===== config.mk =====
export PLATFORM = sky130hd
export DESIGN_NAME = spi_duplex_port
export DESIGN_NICKNAME = d
export VERILOG_FILES = /design/src/rtl/spi_pkg.sv /design/src/rtl/spi_sync.sv /design/src/rtl/spi_baud.sv /design/src/rtl/spi_shift_core.sv /design/src/rtl/spi_duplex_port.sv
export SDC_FILE = /design/constraint.sdc
export NUM_CORES = 1
export LEC_CHECK = 0
export ABC_AREA = 0
export BUFFER_PORTS_ARGS = -buffer_cell sky130_fd_sc_hd__buf_2
export CAP_MARGIN = 15
export CORE_ASPECT_RATIO = 0.7
export CORE_MARGIN = 2
export CORE_UTILIZATION = 49
export CTS_CLUSTER_SIZE = 25
export DETAILED_ROUTE_END_ITERATION = 7
export GPL_TIMING_DRIVEN = 1
export PLACE_DENSITY_LB_ADDON = 0.08
export SLEW_MARGIN = 25
export SYNTH_ARGS = -nofsm -noshare
export SYNTH_HDL_FRONTEND = slang
export SYNTH_SLANG_ARGS = --single-unit

===== constraint.sdc =====
create_clock -name clk -period 1.6 [get_ports clk]
set_input_delay 0.24 -clock clk [delete_from_list [all_inputs] [get_ports clk]]
set_output_delay 0.24 -clock clk [all_outputs]
set_load 0.01 [all_outputs]

===== src/rtl/spi_pkg.sv =====
package spi_pkg;
  localparam int RATE_W = 2;

  typedef struct packed {
    logic              ie;
    logic [RATE_W-1:0] rate;
    logic              cpha;
    logic              cpol;
    logic              master;
    logic              en;
  } spi_cfg_t;

  localparam int CFG_W = $bits(spi_cfg_t);

  localparam logic [1:0] ADDR_CTRL = 2'd0;
  localparam logic [1:0] ADDR_STAT = 2'd1;
  localparam logic [1:0] ADDR_DATA = 2'd2;
endpackage


===== src/rtl/spi_sync.sv =====
module spi_sync #(
  parameter int           W      = 1,
  parameter int           STAGES = 2,
  parameter logic [W-1:0] RST    = '0
) (
  input  logic         clk,
  input  logic         rst_n,
  input  logic [W-1:0] d,
  output logic [W-1:0] q
);
  logic [W-1:0] stg [STAGES];

  for (genvar g = 0; g < STAGES; g++) begin : g_stage
    if (g == 0) begin : g_first
      always_ff @(posedge clk or negedge rst_n)
        if (!rst_n) stg[g] <= RST;
        else        stg[g] <= d;
    end else begin : g_next
      always_ff @(posedge clk or negedge rst_n)
        if (!rst_n) stg[g] <= RST;
        else        stg[g] <= stg[g-1];
    end
  end

  assign q = stg[STAGES-1];
endmodule


===== src/rtl/spi_baud.sv =====
module spi_baud #(
  parameter int RATE_W = 2
) (
  input  logic              clk,
  input  logic              rst_n,
  input  logic              run,
  input  logic [RATE_W-1:0] rate,
  output logic              tick
);
  localparam int CNT_W = 2 ** RATE_W;

  logic [CNT_W-1:0] cnt;
  logic [CNT_W:0]   half;

  assign half = (CNT_W+1)'(2) << rate;
  assign tick = run && ({1'b0, cnt} == half - (CNT_W+1)'(1));

  always_ff @(posedge clk or negedge rst_n)
    if (!rst_n)            cnt <= '0;
    else if (!run || tick) cnt <= '0;
    else                   cnt <= cnt + CNT_W'(1);
endmodule


===== src/rtl/spi_shift_core.sv =====
module spi_shift_core #(
  parameter int DW = 8
) (
  input  logic          clk,
  input  logic          rst_n,
  input  logic          load,
  input  logic [DW-1:0] ld_data,
  input  logic          clr,
  input  logic          idle,
  input  logic          lead,
  input  logic          trail,
  input  logic          cpha,
  input  logic          sin,
  output logic          sdo,
  output logic [DW-1:0] data,
  output logic          fin
);
  localparam int CW = $clog2(DW);

  logic [DW-1:0] sh;
  logic          ob;
  logic [CW-1:0] cnt;
  logic          sample, shift;

  assign sample = cpha ? trail : lead;
  assign shift  = cpha ? lead : trail;
  assign fin    = trail && (cnt == CW'(DW-1));

  always_ff @(posedge clk or negedge rst_n)
    if (!rst_n) begin
      sh  <= '0;
      ob  <= 1'b0;
      cnt <= '0;
    end else if (load) begin
      sh  <= ld_data;
      ob  <= ld_data[DW-1];
      cnt <= '0;
    end else begin
      if (sample) sh <= {sh[DW-2:0], sin};
      if (shift || idle) ob <= sh[DW-1];
      if (clr || fin)  cnt <= '0;
      else if (trail)  cnt <= cnt + CW'(1);
    end

  assign sdo  = ob;
  assign data = sh;
endmodule


===== src/rtl/spi_duplex_port.sv =====
module spi_duplex_port
  import spi_pkg::*;
#(
  parameter int DW          = 8,
  parameter int SYNC_STAGES = 2
) (
  input  logic          clk,
  input  logic          rst_n,
  input  logic          bus_sel,
  input  logic          bus_wr,
  input  logic [1:0]    bus_addr,
  input  logic [DW-1:0] bus_wdata,
  output logic [DW-1:0] bus_rdata,
  output logic          irq,
  input  logic          sck_i,
  output logic          sck_o,
  output logic          sck_oe,
  input  logic          mosi_i,
  output logic          mosi_o,
  output logic          mosi_oe,
  input  logic          miso_i,
  output logic          miso_o,
  output logic          miso_oe,
  input  logic          ss_n_i
);
  spi_cfg_t      cfg;
  logic          done_f, wcol_f, modf_f, arm, busy, sck_lvl, sl_d;
  logic [2:0]    syn;
  logic          sck_s, mosi_s, ss_s;
  logic          wr_ctrl, wr_data, rd_stat, acc_data;
  logic          m_mode, s_act, fault, load, m_start;
  logic          tick, sl, lead, trail, core_clr, fin, sdo, sin;
  logic [DW-1:0] sh_data;
  logic          unused_wr_hi;

  assign unused_wr_hi = ^bus_wdata[DW-1:CFG_W];

  spi_sync #(.W(3), .STAGES(SYNC_STAGES), .RST(3'b100)) i_sync (
    .clk(clk), .rst_n(rst_n), .d({ss_n_i, mosi_i, sck_i}), .q(syn)
  );
  assign sck_s  = syn[0];
  assign mosi_s = syn[1];
  assign ss_s   = syn[2];

  assign wr_ctrl  = bus_sel &&  bus_wr && (bus_addr == ADDR_CTRL);
  assign wr_data  = bus_sel &&  bus_wr && (bus_addr == ADDR_DATA);
  assign rd_stat  = bus_sel && !bus_wr && (bus_addr == ADDR_STAT);
  assign acc_data = bus_sel && (bus_addr == ADDR_DATA);

  assign m_mode  = cfg.en &&  cfg.master;
  assign s_act   = cfg.en && !cfg.master && !ss_s;
  assign fault   = m_mode && !ss_s;
  assign load    = wr_data && !busy;
  assign m_start = load && m_mode;

  spi_baud #(.RATE_W(RATE_W)) i_baud (
    .clk(clk), .rst_n(rst_n), .run(busy && m_mode), .rate(cfg.rate), .tick(tick)
  );

  assign sl       = sck_s ^ cfg.cpol;
  assign lead     = m_mode ? (tick &&  !sck_lvl) : (s_act &&  sl && !sl_d);
  assign trail    = m_mode ? (tick &&   sck_lvl) : (s_act && !sl &&  sl_d);
  assign core_clr = !cfg.en || (!cfg.master && ss_s) || fault;
  assign sin      = m_mode ? miso_i : mosi_s;

  spi_shift_core #(.DW(DW)) i_core (
    .clk(clk), .rst_n(rst_n), .load(load), .ld_data(bus_wdata), .clr(core_clr),
    .idle(!busy), .lead(lead), .trail(trail), .cpha(cfg.cpha), .sin(sin),
    .sdo(sdo), .data(sh_data), .fin(fin)
  );

  always_ff @(posedge clk or negedge rst_n)
    if (!rst_n) begin
      cfg     <= '0;
      done_f  <= 1'b0;
      wcol_f  <= 1'b0;
      modf_f  <= 1'b0;
      arm     <= 1'b0;
      busy    <= 1'b0;
      sck_lvl <= 1'b0;
      sl_d    <= 1'b0;
    end else begin
      sl_d <= sl;
      if (wr_ctrl) cfg <= spi_cfg_t'(bus_wdata[CFG_W-1:0]);
      if (fault) begin
        cfg.en     <= 1'b0;
        cfg.master <= 1'b0;
      end
      if (core_clr || fin)                  busy <= 1'b0;
      else if (m_start || (s_act && lead))  busy <= 1'b1;
      if (!busy || !m_mode) sck_lvl <= 1'b0;
      else if (tick)        sck_lvl <= !sck_lvl;
      if (fin)                  done_f <= 1'b1;
      else if (arm && acc_data) done_f <= 1'b0;
      if (wr_data && busy)      wcol_f <= 1'b1;
      else if (arm && acc_data) wcol_f <= 1'b0;
      if (fault)               modf_f <= 1'b1;
      else if (arm && wr_ctrl) modf_f <= 1'b0;
      if (rd_stat)                  arm <= done_f || wcol_f || modf_f;
      else if (acc_data || wr_ctrl) arm <= 1'b0;
    end

  always_comb
    case (bus_addr)
      ADDR_CTRL: bus_rdata = {{(DW-CFG_W){1'b0}}, cfg};
      ADDR_STAT: bus_rdata = {{(DW-3){1'b0}}, modf_f, wcol_f, done_f};
      ADDR_DATA: bus_rdata = sh_data;
      default:   bus_rdata = '0;
    endcase

  assign irq     = cfg.ie && (done_f || modf_f);
  assign sck_o   = cfg.cpol ^ sck_lvl;
  assign sck_oe  = m_mode;
  assign mosi_o  = sdo;
  assign mosi_oe = m_mode;
  assign miso_o  = sdo;
  assign miso_oe = s_act;
endmodule


==> run summary <==
status -> finished with violations
failing checks -> negative setup slack
Clock power frac -> 0.216
Psw -> 0.00104 W
HPWL after DPL -> 3420 um
Cell Int Power -> 0.00224 W
Top FF cell, synth -> dfrtp_1
Comb power frac -> 0.369
total power -> 0.00327 W
routed vias/inst -> 5.27
sequential fraction of design power -> 0.415
# IOs -> 33
Syn Inst Count -> 173
met1 usage -> 0.303
CTS tree -> yes
Rows -> 18
Num CTS Buffers -> 5
Root Buffer -> clkbuf_8
DR vias -> 1529
async set-reset flop share out of synthesis -> 1.00
Netlist cell types -> 36
setup violators final -> 9
Synth Warn # -> 0
switch share -> 0.316
Max Cap Viol -> 0
Worst-Margin Slew -> 0.410 ns
drc violations -> 0
f_max -> 565 MHz
Synth Net Count -> 194
Setup TNS -> -1.44 ns
critical path arrival -> 1.95 ns
Slew Limit Fails -> 0
Worst setup SP type -> flip-flop
post-DR wirelength/cell -> 15.5 um
Initial Utilization -> 0.526
largest fanout on the critical path -> 8
sequential share of the synthesized area -> 0.477
vias in the first global route -> 1550
final hold violation count -> 0
Max Clock Skew -> 0.0114 ns
Rel. slew slack -> 0.727
Final Worst Setup Slack -> -0.169 ns
Crit Path Category -> reg -> reg
Layout Utilization -> 0.690
Final #Nets -> 260
final WL -> 4500 um
worst vdd ir -> 732 uV
diode count -> 0
GPL Wtd Cong -> 0.864
Worst-path clk slew -> 0.07 ns
Worst EP required -> 1.78 ns
Final Cycle Share -> 1.11
Max clock buf depth -> 2
minimum clock period -> 1.77 ns
Min-Delay Path Class -> in -> reg
Iteration-0 DRC Markers -> 71
most frequent cells in the layout -> dfrtp_1 (33), buf_4 (33), buf_2 (31), nor2_1 (18), nand2_1 (16)
Lkg Pwr -> 1.23 nW
dominant cell type by area after synthesis -> dfrtp_1
Setup crit end kind -> flip-flop
GRT Overall Usage -> 0.225
EDFF count, synth -> 0
fin area -> 2490 um^2
Synth Area per Inst -> 10.9 um^2
die area -> 4390 um^2
initial antenna violation count -> 0
Die H -> 56.0 um
share of cells above drive strength 1 -> 0.429
Worst-Skew Late Latency -> 0.29 ns
hold slack -> 0.0510 ns
TritonCTS Sinks -> 36
grt ovf -> 0
largest net degree at the start of global routing -> 21
Cell Area, Synth -> 1890 um^2
Top Usage Layer GRT -> met2
met2 Usage GRT -> 0.351
GRT met3 Usage -> 0.0519
RSZ-0062 raised after global routing -> yes
Post-DRT Antenna Nets -> 0
# port buffers -> 32
WHS Path Cells -> 1
post-synthesis register bit count -> 36
Synth area leaders -> dfrtp_1 (45%), mux2i_1 (7.4%), mux2_2 (7.1%), mux2_4 (6.3%), nor2_1 (3.6%)
H-Tree Depth -> 2
CORE AREA -> 3600 um^2
PwrDens -> 1320 nW/um^2
Reg2Reg Depth -> 6
Area growth syn-to-layout -> 31.2%
Post-DP Area -> 2310 um^2
die width -> 78.3 um
global-route wire length before repair -> 7510 um
post-synth top area share -> 0.449
DR pass1 iterations -> 5
-- registers in the layout, indices dropped and copies added (netlist names) --
| name | cells |
|---|---|
| wcol_f | 1 |
| arm | 1 |
| busy | 1 |
| cfg | 7 |
| modf_f | 1 |
| sl_d | 1 |
| i_sync.q | 3 |
| done_f | 1 |
| i_core.data | 8 |
| sck_lvl | 1 |
| i_core.cnt | 3 |
| i_baud.cnt | 4 |
| i_sync.stg | 3 |
| i_core.sdo | 1 |
-- critical path, stage by stage, from the launching register on --
cell and delay [ns]:
dfrtp_1 0.42, and2_0 0.15, o21ai_1 0.15, o21ai_2 0.09
a21o_1 0.22, o22a_4 0.30, mux2_4 0.32
-- final timing paths --
path	slack [ns]	end	from
worst max-delay path	-0.17	i_core.data[2]	cfg[4]
worst min-delay path	0.05	i_sync.stg[5]	ss_n_i
worst max register to register	-0.17	i_core.data[2]	cfg[4]
worst min register to register	0.36	i_sync.q[2]	i_sync.stg[5]
max in group asynchronous	0.75	cfg[2]	rst_n
min in group asynchronous	0.41	cfg[1]	rst_n
-- synthesized netlist by cell type (all sizes together), types with 2 or more instances --
cell type,count
a21o,3
clkbuf,2
nor3b,4
o21ai,13
inv,5
and3,2
dfrtp,34
nor3,2
xor2,4
buf,6
and2,2
nor2,19
mux2i,14
o31ai,3
nand2,16
ha,3
nor2b,4
dfstp,2
mux2,20
xnor2,3
nand3,6
-- stage by stage --
stage | instances | setup WS, ns
after floorplan | 173 | -0.197
after global placement | 277 | -0.339
after detailed placement | 277 | -0.449
after CTS | 286 | -0.156
after global routing | 290 | -0.218
final | 290 | -0.169
-- power by group through the flow --
stage          logic [W]  clock network [W]  registers, W
2_1_floorplan   0.000789                  0       0.00129
3_3_place_gp     0.00108                  0       0.00135
3_5_place_dp     0.00112                  0       0.00137
4_1_cts          0.00115           0.000724       0.00136
5_1_grt          0.00131           0.000760       0.00139
6_report         0.00121           0.000708       0.00136
-- metal layers --
metal,part of all wire,wire length (um),vias to the layer above
li1,-,-,736
met1,0.47,2100,733
met2,0.45,2040,46
met3,0.055,249,14
met4,0.026,117,0
met5,0,0,-
-- cells by family after synthesis --
family | share of synthesized area
buffers and inverters | 0.0383
AND/OR/NAND/NOR | 0.139
multiplexers | 0.209
adder cells (fa/ha/maj) | 0.0198
XOR/XNOR | 0.0324
AO/OA/AOI/OAI | 0.0845
flip-flops | 0.477
-- final cells by class --
class	count	area (um^2)
Tap cell	50	62.6
Inverter	5	18.8
Sequential cell	36	905
Clock buffer	8	100
Timing Repair Buffer	67	444
Fill cell	304	1120
Multi-Input combinational cell	124	956
-- repair_timing --
action / 4_1_cts / 5_1_grt
gates resized for setup: 6 / 3
hold endpoints to repair: 14 / 0
pin swaps: 1 / 2
buffers inserted: 0 / 4
endpoints found under the setup margin: 9 / 13
hold buffers: 1 / 0
No activity file was read; power rests on OpenSTA's default activity.
